==> config.mk <==
export PLATFORM = sky130hd
export DESIGN_NAME = fracn_modsel
export DESIGN_NICKNAME = d
export VERILOG_FILES = /design/src/rtl/fracn_pkg.sv /design/src/rtl/fracn_lfsr.sv /design/src/rtl/fracn_quant.sv /design/src/rtl/fracn_modsel.sv
export SDC_FILE = /design/constraint.sdc
export NUM_CORES = 1
export LEC_CHECK = 0
export ABC_AREA = 1
export ABC_CLOCK_PERIOD_IN_PS = 10720
export BUFFER_PORTS_ARGS = -buffer_cell sky130_fd_sc_hd__clkbuf_2
export CAP_MARGIN = 15
export CORE_MARGIN = 2
export CORE_UTILIZATION = 35
export DETAILED_ROUTE_END_ITERATION = 6
export PLACE_DENSITY = 0.5
export SLEW_MARGIN = 30
export SYNTH_ARGS = -nofsm -noshare
export SYNTH_HDL_FRONTEND = slang
export SYNTH_SLANG_ARGS = --single-unit
==> constraint.sdc <==
create_clock -name clk -period 10.72 [get_ports clk]
set_clock_uncertainty 0.1 [all_clocks]
set_input_delay 2.144 -clock clk [delete_from_list [all_inputs] [get_ports clk]]
set_output_delay 2.144 -clock clk [all_outputs]
set_load 0.1 [all_outputs]
==> src/rtl/fracn_pkg.sv <==
package fracn_pkg;
   typedef enum logic [1:0] {
      MODE_PERIODIC = 2'b00,
      MODE_RANDOM   = 2'b01,
      MODE_SIGDEL   = 2'b10,
      MODE_SPARE    = 2'b11
   } fracn_mode_e;
endpackage

==> src/rtl/fracn_lfsr.sv <==
// Galois LFSR, right shifting; exports only the low OUT_W bits as dither.
module fracn_lfsr #(
   parameter int              LFSR_W = 16,
   parameter int              OUT_W  = 7,
   parameter logic [LFSR_W-1:0] POLY = 16'hB400,
   parameter logic [LFSR_W-1:0] SEED = 16'hACE1
) (
   input  logic             clk,
   input  logic             rst_n,
   input  logic             advance,
   output logic [OUT_W-1:0] dither
);
   logic [LFSR_W-1:0] state_q;
   logic [LFSR_W-1:0] state_d;

   always_comb begin
      state_d = state_q >> 1;
      if (state_q[0]) state_d = state_d ^ POLY;
   end

   always_ff @(posedge clk or negedge rst_n) begin
      if (!rst_n)       state_q <= SEED;
      else if (advance) state_q <= state_d;
   end

   assign dither = state_q[OUT_W-1:0];
endmodule

==> src/rtl/fracn_quant.sv <==
// Error-feedback quantizer: compare (residue + frac + dither) with a threshold,
// subtract full scale from the undithered sum when the select bit is set.
module fracn_quant #(
   parameter int FRAC_W = 8,
   parameter int RES_W  = FRAC_W + 2
) (
   input  logic signed [RES_W-1:0]  res,
   input  logic        [FRAC_W-1:0] frac,
   input  logic signed [FRAC_W-2:0] dither,
   input  logic                     half_thr,
   output logic                     sel,
   output logic signed [RES_W-1:0]  res_next
);
   localparam int SUM_W = RES_W + 1;
   localparam logic signed [SUM_W-1:0] THR_FULL = SUM_W'(1) <<< FRAC_W;
   localparam logic signed [SUM_W-1:0] THR_HALF = SUM_W'(1) <<< (FRAC_W - 1);
   localparam logic signed [RES_W-1:0] SUB_FULL = RES_W'(1) <<< FRAC_W;

   logic signed [SUM_W-1:0] sum_raw;
   logic signed [SUM_W-1:0] sum_dith;

   always_comb begin
      sum_raw  = $signed({res[RES_W-1], res}) + $signed({{(SUM_W-FRAC_W){1'b0}}, frac});
      sum_dith = sum_raw + $signed({{(SUM_W-FRAC_W+1){dither[FRAC_W-2]}}, dither});
      sel      = (sum_dith >= (half_thr ? THR_HALF : THR_FULL));
      res_next = sum_raw[RES_W-1:0] - (sel ? SUB_FULL : '0);
   end
endmodule

==> src/rtl/fracn_modsel.sv <==
module fracn_modsel #(
   parameter int          FRAC_W     = 8,
   parameter int          LFSR_W     = 16,
   parameter logic [LFSR_W-1:0] LFSR_POLY = 16'hB400,
   parameter logic [LFSR_W-1:0] LFSR_SEED = 16'hACE1,
   parameter bit          USE_DITHER = 1'b1
) (
   input  logic              clk,
   input  logic              rst_n,
   input  logic              enable,
   input  logic [1:0]        mode,
   input  logic [FRAC_W-1:0] frac,
   output logic              sel_hi,
   output logic [FRAC_W+1:0] phase_err
);
   localparam int RES_W = FRAC_W + 2;
   localparam int DIT_W = FRAC_W - 1;

   if (FRAC_W < 3) begin : g_bad_frac
      $error("fracn_modsel: FRAC_W must be at least 3");
   end
   if (USE_DITHER && LFSR_W < DIT_W) begin : g_bad_lfsr
      $error("fracn_modsel: LFSR_W must cover FRAC_W-1 dither bits");
   end
   if (USE_DITHER && LFSR_SEED == '0) begin : g_bad_seed
      $error("fracn_modsel: LFSR_SEED must be nonzero");
   end

   fracn_pkg::fracn_mode_e mode_e;
   assign mode_e = fracn_pkg::fracn_mode_e'(mode);

   logic signed [RES_W-1:0] res_q;
   logic signed [RES_W-1:0] res_d;
   logic                    sel_q;
   logic                    sel_d;
   logic        [DIT_W-1:0] lfsr_bits;
   logic signed [DIT_W-1:0] dither_eff;
   logic                    half_thr;

   if (USE_DITHER) begin : g_dither
      fracn_lfsr #(
         .LFSR_W (LFSR_W),
         .OUT_W  (DIT_W),
         .POLY   (LFSR_POLY),
         .SEED   (LFSR_SEED)
      ) u_lfsr (
         .clk     (clk),
         .rst_n   (rst_n),
         .advance (enable),
         .dither  (lfsr_bits)
      );
   end else begin : g_no_dither
      assign lfsr_bits = '0;
   end

   always_comb begin
      half_thr   = (mode_e == fracn_pkg::MODE_SIGDEL);
      dither_eff = (mode_e == fracn_pkg::MODE_RANDOM) ? $signed(lfsr_bits) : '0;
   end

   fracn_quant #(
      .FRAC_W (FRAC_W),
      .RES_W  (RES_W)
   ) u_quant (
      .res      (res_q),
      .frac     (frac),
      .dither   (dither_eff),
      .half_thr (half_thr),
      .sel      (sel_d),
      .res_next (res_d)
   );

   always_ff @(posedge clk or negedge rst_n) begin
      if (!rst_n) begin
         res_q <= '0;
         sel_q <= 1'b0;
      end else if (enable) begin
         res_q <= res_d;
         sel_q <= sel_d;
      end else begin
         sel_q <= 1'b0;
      end
   end

   assign sel_hi    = sel_q;
   assign phase_err = res_q;
endmodule

* After elaboration in Yosys (flattened, before gate mapping) *
Cells that the tools add are included.

word-level totals
  bits in registers = 27
  bits of input ports = 13
  output and inout port bits = 11
  word-level logic and storage cells = 15

cells by class
  add/sub/neg operators = 3
  order comparisons = 1
  eq/ne operators = 2
  muxes and demuxes = 5
  bitwise logic cells = 1

operator list
  kind                count
  $mux 9              2
  $mux 16             1
  $add 10x9->11       1
  $add 11x7->11       1
  $ge 11x11->1        1
  $sub 10x10->10      1
  $mux 7              1
  $not 3->4           1
  $eq 2x1->1 const B  1
  $eq 2x2->1 const B  1
  $mux 1              1

* Longest topological paths before layout *
Gate-level depths: netlist (run 1).

  depth after elaboration = 6
  mapped depth = 28
  depth with buffers taken out = 28

* Modules after synthesis *
A second synthesis (run 1) with hierarchy kept.

second synthesis, totals
  cell total of the unflattened synthesis = 339
  area total of the unflattened synthesis = 2331.0 um^2

modules (own cells, without submodules)
  module        instances  cells an instance  area each (um^2)
  fracn_quant   1          196                1132.3
  fracn_lfsr    1          81                 724.4
  fracn_modsel  1          62                 474.2

* Worst setup path after synthesis (run 1) *
No wires, ideal clock.

  path kind = input -> register
  from = input port frac[2]
  to = register res_q[9], in the netlist phase_err[9]
  setup time = 120 ps
  data arrival time = 5363 ps
  data required time = 10500 ps
  path slack = 5137 ps
  stages = 25
  path through = ha_1 -> a21oi_2 -> o31ai_4 -> nand3_1 -> nand2_1 -> or2_1 -> and2_1 -> ha_1 -> a21oi_1 -> nand3_1 -> a31oi_1 -> xnor2_1 -> ha_1 -> nand4_1 -> nor2_1 -> nand3_1 -> nor2_1 -> nand4_1 -> nand2_1 -> nand2_2 -> inv_1 -> ha_1 -> nand3b_1 -> nand3_1 -> nand2_1

on the way
  word-level cells in the longest chain between the ends = 5

ends and longest elaborated chain
  item                  line                text
  start, declared       fracn_modsel.sv:12  input logic [FRAC_W-1:0] frac,
  $add 10x9->11 (*)     fracn_quant.sv:23   sum_raw = $signed({res[RES_W-1], res}) + $signed({{(SUM_W-FRAC_W){1'b0}}, frac});
  $add 11x7->11         fracn_quant.sv:24   sum_dith = sum_raw + $signed({{(SUM_W-FRAC_W+1){dither[FRAC_W-2]}}, dither});
  $ge 11x11->1          fracn_quant.sv:25   sel = (sum_dith >= (half_thr ? THR_HALF : THR_FULL));
  $mux 9                fracn_quant.sv:26   res_next = sum_raw[RES_W-1:0] - (sel ? SUB_FULL : '0);
  $sub 10x10->10 (*)    fracn_quant.sv:26
  end signal, assigned  fracn_modsel.sv:78  res_q <= res_d;
  end, declared         fracn_modsel.sv:32  logic signed [RES_W-1:0] res_q;

Every way passes the cells marked *; elsewhere a longest branch is shown, timed or not.
A chain may end at the register's enable or synchronous reset.

* Worst setup path in the final report (run 1) *
Same ends and word-level chain as after synthesis.

==> impl_metrics.tcl, run 1 <==
set metrics [dict create \
    fillCellCount 683 \
    switching_power_uw 481.2 \
    final_net_count 390 \
    place_congestion 0.8420 \
    synth_fa_ha_area_frac 0.1332 \
    n_antenna_cell 0 \
    crit_fanout 6 \
    cell_internal_pwr_uw 343.8 \
    grt_pass1_wl_mm 9.301 \
    rows 29 \
    areaGrowthSynthToFinish_pct 10.13 \
    synth_area_sq_um 2273 \
    cts_max_level 1 \
    synth_cells 331 \
    path_clk_slew_ns 0.11 \
    clockRootBuffer "clkbuf_8" \
    seqPwrFrac 0.216 \
    yosys.area_share.simple 0.3473 \
    critPathLaunchType "primary input" \
    cts_tree "built" \
    synth_top_family_by_area "simple AND/OR/NAND/NOR gates" \
    cp.arrival_ns 5.98 \
    avgRoutedWirePerCell_microns 12.32 \
    ys_ff_latch 27 \
    vias 2049 \
    numCtsBuffers 3 \
    synth_area_leaders "dfrtp_1 21%, nand2_1 19%, ha_1 12%" \
    hold_path.class "flop to flop" \
    cts_resized 0 \
    hold_path_startpoint "g_dither.u_lfsr.state_q[7]$_DFFE_PN1P_" \
    synthFlopType "dfrtp_1" \
    dp_hpwl_mm 4.056 \
    dpl-instance-area_sq_um 2455 \
    dieWidth_microns 84.60 \
    clockPowerShare 0.080 \
    reg2reg_slack_ns 6.41 \
    r2r_start "phase_err[2]$_DFFE_PN0P_" \
    worst_slack_ns 4.882 \
    multi_input_area_sq_um 1359 \
    rsz0062_at_grt "no" \
    hold_violations 0 \
    vdd_drop_max_mv 0.2150 \
    max-cap-violations 0 \
    final_area_sq_um 2504 \
    combPwrFrac 0.704 \
    dp_slack_ns 4.606 \
    insertion_delay_ns 0.29 \
    synthArstFlopShare 1.000 \
    ioPinCount 24 \
    synth_compound_area_frac 0.08255 \
    period_share 0.5446 \
    crit_path_end_kind "flop" \
    grt_max_degree 28 \
    synth-edff-count 0 \
    synth_top_area_share 0.2091 \
    ys_warn_count 0 \
    first_pass_iters 4 \
    core_area_sq_um 6314 \
    setup-tns-final_ns 0 \
    antenna_found_initial 0 \
    synth_xor_area_frac 0.03467 \
    p_sw_frac 0.5833 \
    worstMarginPinSlew_ns 0.7594 \
    clkSinkCount 27 \
    yosys-top-cells-count "118 x nand2_1, 49 x inv_1, 21 x ha_1, 21 x nor2_1, 20 x nand3_1" \
    r2r_end "phase_err[9]$_DFFE_PN0P_" \
    setup_viol 0 \
    grt_pass1_vias 1963 \
    start_util 0.3601 \
    synth_area_per_cell_sq_um 6.868 \
    die_area_sq_um 7156 \
    holdBufCountCts 0 \
    ctsLongestPathBuffers 2 \
    drv_slew 0 \
    first_iter_violations 118 \
    syn_nets 367 \
    postRouteAntennaNets 0 \
    port_buffers 23 \
    ys_types 32 \
    reg2reg_depth 27 \
    grt_usage 0.1593 \
    drive_above_1_share 0.1445 \
    synth_mux_area_frac 0 \
    min_to "g_dither.u_lfsr.state_q[7]$_DFFE_PN1P_" \
    die_y_microns 84.60 \
    p_leak_uw 0.001359 \
    regArea_sq_um 685.7 \
    fmax_mhz 171.3 \
    yosys.cell_count.top_type "nand2_1" \
    crit_type "primary input to flop" \
    cts_setup_buffers 0 \
    yosysSeqAreaShare 0.3016 \
    maxSlewHeadroom 0.4906 \
    run_status "finished, final reports clean" \
    pwr_density_cell_nw_per_um2 329.6 \
    crit_required_ns 10.86 \
    finalWirelength_mm 5.296 \
    worst_hold_path.num_cells 2 \
    min_period_ns 5.838 \
    drcViolationCount 0 \
    routed_via_density 4.765 \
    overflow 0 \
    synth_top_area_cell "dfrtp_1" \
    power.total_uw 825.1 \
]
==> state kept, by name, indices dropped and copies added (netlist names) <==
name and count:
phase_err 10, sel_hi 1, g_dither.u_lfsr.state_q 16
==> stage by stage <==
step | utilization | std cells | hold slack (ns)
finish | 0.3966 | 430 | 0.3742
floorplan | - | 331 | 0.3420
detailed placement | 0.3888 | 426 | 0.3600
global route | 0.3966 | 430 | 0.3913
global placement | 0.3888 | 426 | 0.3512
CTS | 0.3966 | 430 | 0.3771
==> cell families (layout without fill, tap and decap cells) <==
group / Yosys count / after routing
flops: 27 / 27
buf+inv: 58 / 80
xor+xnor: 9 / 9
simple gates: 183 / 183
fa+ha+maj: 23 / 23
compound gates: 31 / 31
==> cell usage in the layout (no fill, tap or decap), types with 4 or more instances in the layout <==
master / Yosys / layout
ha_1: 21 / 21
xnor2_1: 6 / 6
a21oi_1: 8 / 8
nand4_1: 7 / 7
nor2_1: 21 / 21
inv_1: 49 / 49
dfstp_2: 8 / 8
dfrtp_1: 19 / 19
o21ai_0: 14 / 14
nand3_1: 20 / 20
nand2_1: 118 / 118
or2_1: 4 / 4
nand2_2: 5 / 5
clkbuf_2: 0 / 23
==> how the worst max path moves through the flow <==
stage                 start                       end  slack, ns
finish              frac[2]  phase_err[9]$_DFFE_PN0P_       4.88
global route        frac[2]  phase_err[8]$_DFFE_PN0P_       4.51
CTS                 frac[2]  phase_err[8]$_DFFE_PN0P_       4.90
detailed placement  frac[2]  phase_err[8]$_DFFE_PN0P_       4.61
global placement    frac[2]  phase_err[8]$_DFFE_PN0P_       4.65
floorplan           frac[2]  phase_err[9]$_DFFE_PN0P_       5.14
==> worst max-delay path: stages <==
cell and delay [ns]:
clkbuf_2 0.08, ha_1 0.38, a21oi_2 0.26, o31ai_4 0.12, nand3_1 0.09, nand2_1 0.06
or2_1 0.22, and2_1 0.15, ha_1 0.38, nand2_1 0.09, nor2_1 0.14, nand2_1 0.09
nand3_1 0.09, a31oi_1 0.10, xnor2_1 0.15, ha_1 0.31, nand4_1 0.10, nor2_1 0.10
nand3_1 0.09, nor2_1 0.11, nand4_1 0.11, nand2_1 0.09, nand2_2 0.06, inv_1 0.05
ha_1 0.15, nand3b_1 0.11, nand3_1 0.08, nand2_1 0.07
==> power groups by stage <==
stage	sequential, uW	clock, uW	combinational [uW]
2_1_floorplan	313	0	340
3_3_place_gp	180	0	584
3_5_place_dp	180	0	580
4_1_cts	178	68.8	585
5_1_grt	185	71.6	652
6_report	178	66.2	581
==> final cells by class <==
type | count | area share
multi-input combinational | 246 | 0.5427
clock buffer | 3 | 0.01649
clock inverter | 1 | 0.002999
timing repair buffer | 23 | 0.04598
tap | 77 | 0.03848
sequential | 27 | 0.2739
inverter | 53 | 0.07946
==> layer usage <==
layer | global-route usage | vias to the layer above | share of wire
met5 | 0 | - | 0
met4 | 0.04618 | 0 | 0.010
met3 | 0.01868 | 5 | 0.040
met2 | 0.2470 | 37 | 0.42
met1 | 0.2334 | 927 | 0.53
li1 | - | 1080 | -
No activity file was read; power rests on OpenSTA's default activity.
==> run 2: changes to the inputs <==
- ABC_CLOCK_PERIOD_IN_PS: 10720 -> 5500
- clock period: 10.72 -> 5.5 ns (I/O delays scaled with it)
==> impl_metrics.tcl, run 2 (synthesis gave the netlist of run 1 again) <==
set metrics [dict create \
    cts_tree "built" \
    routed_via_density 4.728 \
    die_area_sq_um 7156 \
    grt_pass1_wl_mm 9.328 \
    path_clk_slew_ns 0.12 \
    fmax_mhz 209.8 \
    hold_violations 0 \
    period_share 0.8665 \
    cts_max_level 1 \
    drv_slew 0 \
    areaGrowthSynthToFinish_pct 10.13 \
    place_congestion 0.8420 \
    final_net_count 390 \
    critPathLaunchType "primary input" \
    antenna_found_initial 0 \
    worst_slack_ns 0.7345 \
    cp.arrival_ns 4.86 \
    port_buffers 23 \
    first_pass_iters 4 \
    crit_path_end_kind "flop" \
    grt_pass1_vias 1972 \
    power.total_uw 1606 \
    hold_path.class "flop to flop" \
    start_util 0.3601 \
    setup_viol 0 \
    holdBufCountCts 0 \
    final_area_sq_um 2504 \
    dp_cells 426 \
    p_leak_uw 0.001359 \
    crit_type "primary input to flop" \
    min_period_ns 4.766 \
    insertion_delay_ns 0.29 \
    cts_setup_buffers 0 \
    finalWirelength_mm 5.278 \
    vias 2033 \
    crit_fanout 6 \
    numCtsBuffers 3 \
    dpl-instance-area_sq_um 2455 \
    fin_cells 430 \
    postRouteAntennaNets 0 \
    ioPinCount 24 \
    drcViolationCount 0 \
    final_common_cell "nand2_1" \
    dp_slack_ns 0.4257 \
    overflow 0 \
    largest_reg_flops 16 \
    grt_max_degree 28 \
    first_iter_violations 130 \
    cts_resized 0 \
    max-cap-violations 0 \
    dieWidth_microns 84.60 \
    die_y_microns 84.60 \
    dp_hpwl_mm 4.060 \
    regMostFlops "g_dither.u_lfsr.state_q" \
    drive_above_1_share 0.1445 \
    vdd_drop_max_mv 0.5765 \
    maxSlewHeadroom 0.4964 \
    core_area_sq_um 6314 \
    crit_required_ns 5.60 \
    rows 29 \
    setup-tns-final_ns 0 \
    final_cell_mix "118 x nand2_1, 49 x inv_1, 23 x clkbuf_2, 21 x nor2_1, 21 x ha_1" \
    worstMarginPinSlew_ns 0.7507 \
    rsz0062_at_grt "no" \
    pwr_density_cell_nw_per_um2 641.4 \
    grt_usage 0.1603 \
    ctsLongestPathBuffers 2 \
    n_antenna_cell 0 \
    clkSinkCount 27 \
    run_status "finished, final reports clean" \
    clockRootBuffer "clkbuf_8" \
    avgRoutedWirePerCell_microns 12.27 \
]
run 2: cell counts in the layout (fill, tap and decap cells not counted):
Identical to the previous run, type by type.
run 2: worst paths after layout:
check	depth (start not counted)	startpoint	endpoint	slack, ns
max in group asynchronous	1	rst_n	g_dither.u_lfsr.state_q[14]$_DFFE_PN0P_	4.08
setup reg to reg	25	phase_err[2]$_DFFE_PN0P_	phase_err[8]$_DFFE_PN0P_	1.21
setup / recovery	26	frac[2]	phase_err[8]$_DFFE_PN0P_	0.73
hold reg to reg	2	g_dither.u_lfsr.state_q[7]$_DFFE_PN1P_	g_dither.u_lfsr.state_q[7]$_DFFE_PN1P_	0.37
hold / removal	2	g_dither.u_lfsr.state_q[7]$_DFFE_PN1P_	g_dither.u_lfsr.state_q[7]$_DFFE_PN1P_	0.37
min in group asynchronous	1	rst_n	phase_err[6]$_DFFE_PN0P_	0.75
run 2: layout make-up:
type                       count  area [sq um]
multi-input combinational    246          1359
clock buffer                   3         41.29
timing repair buffer          23         115.1
clock inverter                 1         7.507
inverter                      53         198.9
sequential                    27         685.7
fill                         710          3810
tap                           77         96.34
run 2: power by group:
part,switching [uW],internal (uW),total [uW]
Clock,75.8,51.7,127
Combinational,801,333,1130
Sequential,59.3,285,345
run 2: routing by layer:
layer | vias to the layer above | track usage | wire [microns]
li1 | 1081 | - | -
met1 | 907 | 0.2397 | 2740
met2 | 41 | 0.2534 | 2271
met3 | 4 | 0.01770 | 232
met4 | 0 | 0.02597 | 34
met5 | - | 0 | 0
run 2: worst max-delay path, stage by stage:
cell      delay [ns]
clkbuf_2        0.09
ha_1            0.38
a21oi_2         0.25
o31ai_4         0.12
nand3_1         0.08
nand2_1         0.06
or2_1           0.22
and2_1          0.15
ha_1            0.38
nand2_1         0.09
nor2_1          0.14
nand2_1         0.09
nand3_1         0.09
a31oi_1         0.10
xnor2_1         0.15
ha_1            0.31
nand4_1         0.10
nor2_1          0.10
nand3_1         0.08
nor2_1          0.11
nand4_1         0.11
nand2_1         0.09
nand2_2         0.06
inv_1           0.05
ha_1            0.21
o21ai_0         0.15
run 2: per-stage QoR:
| step | hold slack [ns] | utilization |
|---|---|---|
| global placement | 0.3512 | 0.3888 |
| floorplan | 0.3420 | - |
| detailed placement | 0.3573 | 0.3888 |
| finish | 0.3690 | 0.3966 |
| global route | 0.3873 | 0.3966 |
| CTS | 0.3740 | 0.3966 |
==> run 3: changes to the inputs <==
- ABC_CLOCK_PERIOD_IN_PS: 5500 -> 4200
- CTS_BUF_LIST: default -> sky130_fd_sc_hd__clkbuf_16
- PLACE_DENSITY: 0.5 -> 0.52
- clock period: 5.5 -> 4.2 ns (I/O delays scaled with it)
==> impl_metrics.tcl, run 3 (synthesis gave the netlist of run 1 again) <==
set metrics [dict create \
    regMostFlops "g_dither.u_lfsr.state_q" \
    antenna_found_initial 0 \
    run_status "complete, but fails checks" \
    grt_pass1_wl_mm 10.11 \
    dieWidth_microns 84.60 \
    pwr_density_cell_nw_per_um2 903.8 \
    crit_path_end_kind "flop" \
    dp_hpwl_mm 4.410 \
    crit_fanout 3 \
    areaGrowthSynthToFinish_pct 48.87 \
    postRouteAntennaNets 0 \
    grt_pass1_vias 2276 \
    p_leak_uw 0.001771 \
    cp.arrival_ns 4.30 \
    ioPinCount 24 \
    numCtsBuffers 3 \
    cp_slowest_cell "ha_4" \
    min_period_ns 4.242 \
    clkSinkCount 27 \
    critPathLaunchType "primary input" \
    final_common_cell "nand2_1" \
    dpl-instance-area_sq_um 2867 \
    worst_slack_ns -0.04170 \
    fmax_mhz 235.8 \
    drv_slew 0 \
    start_util 0.3601 \
    ctsLongestPathBuffers 2 \
    insertion_delay_ns 0.28 \
    grt_usage 0.1720 \
    drcViolationCount 0 \
    routed_via_density 4.628 \
    drive_above_1_share 0.3806 \
    crit_buf_inv 5 \
    hold_path.class "flop to flop" \
    crit_required_ns 4.26 \
    final_cell_mix "109 x nand2_1, 68 x buf_4, 46 x inv_1, 22 x clkbuf_2, 19 x nor2_1" \
    die_area_sq_um 7156 \
    first_pass_iters 4 \
    setup_viol 1 \
    max-cap-violations 0 \
    cts_max_level 1 \
    vias 2314 \
    largest_reg_flops 16 \
    rsz0062_at_grt "yes" \
    place_congestion 0.8249 \
    port_buffers 23 \
    maxSlewHeadroom 0.4695 \
    crit_top_cell "nand2_1" \
    avgRoutedWirePerCell_microns 12.39 \
    cts_tree "built" \
    n_antenna_cell 0 \
    rows 29 \
    cpLargestDelayFamily "simple AND/OR/NAND/NOR gates" \
    clockRootBuffer "clkbuf_16" \
    crit_type "primary input to flop" \
    final_area_sq_um 3385 \
    grt_max_degree 28 \
    worstMarginPinSlew_ns 0.7909 \
    path_clk_slew_ns 0.07 \
    holdBufCountCts 0 \
    vdd_drop_max_mv 0.5442 \
    overflow 0 \
    power.total_uw 3059 \
    hold_violations 0 \
    finalWirelength_mm 6.194 \
    core_area_sq_um 6314 \
    period_share 1.010 \
    first_iter_violations 120 \
    violations "setup timing" \
    dp_slack_ns -0.4302 \
    final_net_count 460 \
    cpPeakStageDelay_ns 0.28 \
    die_y_microns 84.60 \
]
-- run 3: cell types whose count changed in the layout (fill, tap and decap cells not counted), sizes merged --
cell,previous run,this run
buf,0,71
clkbuf,26,25
-- run 3: layout make-up --
class	instances	area, sq um
fill	616	2929
clock inverter	1	7.507
tap	77	96.34
clock buffer	3	75.07
timing repair buffer	93	654.4
multi-input combinational	246	1659
inverter	53	201.4
sequential	27	690.7
-- run 3: final timing paths --
kind / start / slack [ns] / end / cells after the start
max: frac[2] / -0.04 / phase_err[9]$_DFFE_PN0P_ / 28
min: g_dither.u_lfsr.state_q[7]$_DFFE_PN1P_ / 0.37 / g_dither.u_lfsr.state_q[7]$_DFFE_PN1P_ / 2
max reg2reg: phase_err[2]$_DFFE_PN0P_ / 0.14 / phase_err[9]$_DFFE_PN0P_ / 26
min reg2reg: g_dither.u_lfsr.state_q[7]$_DFFE_PN1P_ / 0.37 / g_dither.u_lfsr.state_q[7]$_DFFE_PN1P_ / 2
max in group asynchronous: rst_n / 3.01 / phase_err[0]$_DFFE_PN0P_ / 1
min in group asynchronous: rst_n / 0.50 / phase_err[5]$_DFFE_PN0P_ / 1
-- run 3: layer usage --
layer | up-vias | wire length (microns) | part of all wire | global-route usage
li1 | 1220 | - | - | -
met1 | 1055 | 3059 | 0.49 | 0.2422
met2 | 35 | 2942 | 0.47 | 0.2863
met3 | 4 | 147 | 0.024 | 0.01868
met4 | 0 | 44 | 0.0071 | 0.03608
met5 | - | 0 | 0 | 0
-- run 3: report_power, final --
| part | total (uW) | switching (uW) | internal, uW |
|---|---|---|---|
| registers | 464 | 87.0 | 377 |
| logic | 2360 | 1350 | 1010 |
| clock network | 238 | 108 | 130 |
-- run 3: worst min-delay path: stages, from the launching register on --
cell     delay [ns]
dfstp_2        0.37
nand2_1        0.05
nand2_1        0.04
-- run 3: per-stage QoR --
step	TNS (ns)	cells	hold WS (ns)	utilization
after floorplan	0	331	0.3420	-
after global placement	-0.9336	478	0.3524	0.4540
after detailed placement	-0.9762	478	0.3580	0.4540
after CTS	0	491	0.3699	0.4895
after global routing	-0.4637	500	0.4106	0.5361
final	-0.04170	500	0.3650	0.5361
-- run 3: what timing repair did --
action | 4_1_cts | 5_1_grt
pin swaps | 13 | 36
endpoints found under the setup margin | 2 | 3
cloned | 0 | 0
buffers inserted | 9 | 9
gates resized for setup | 15 | 42
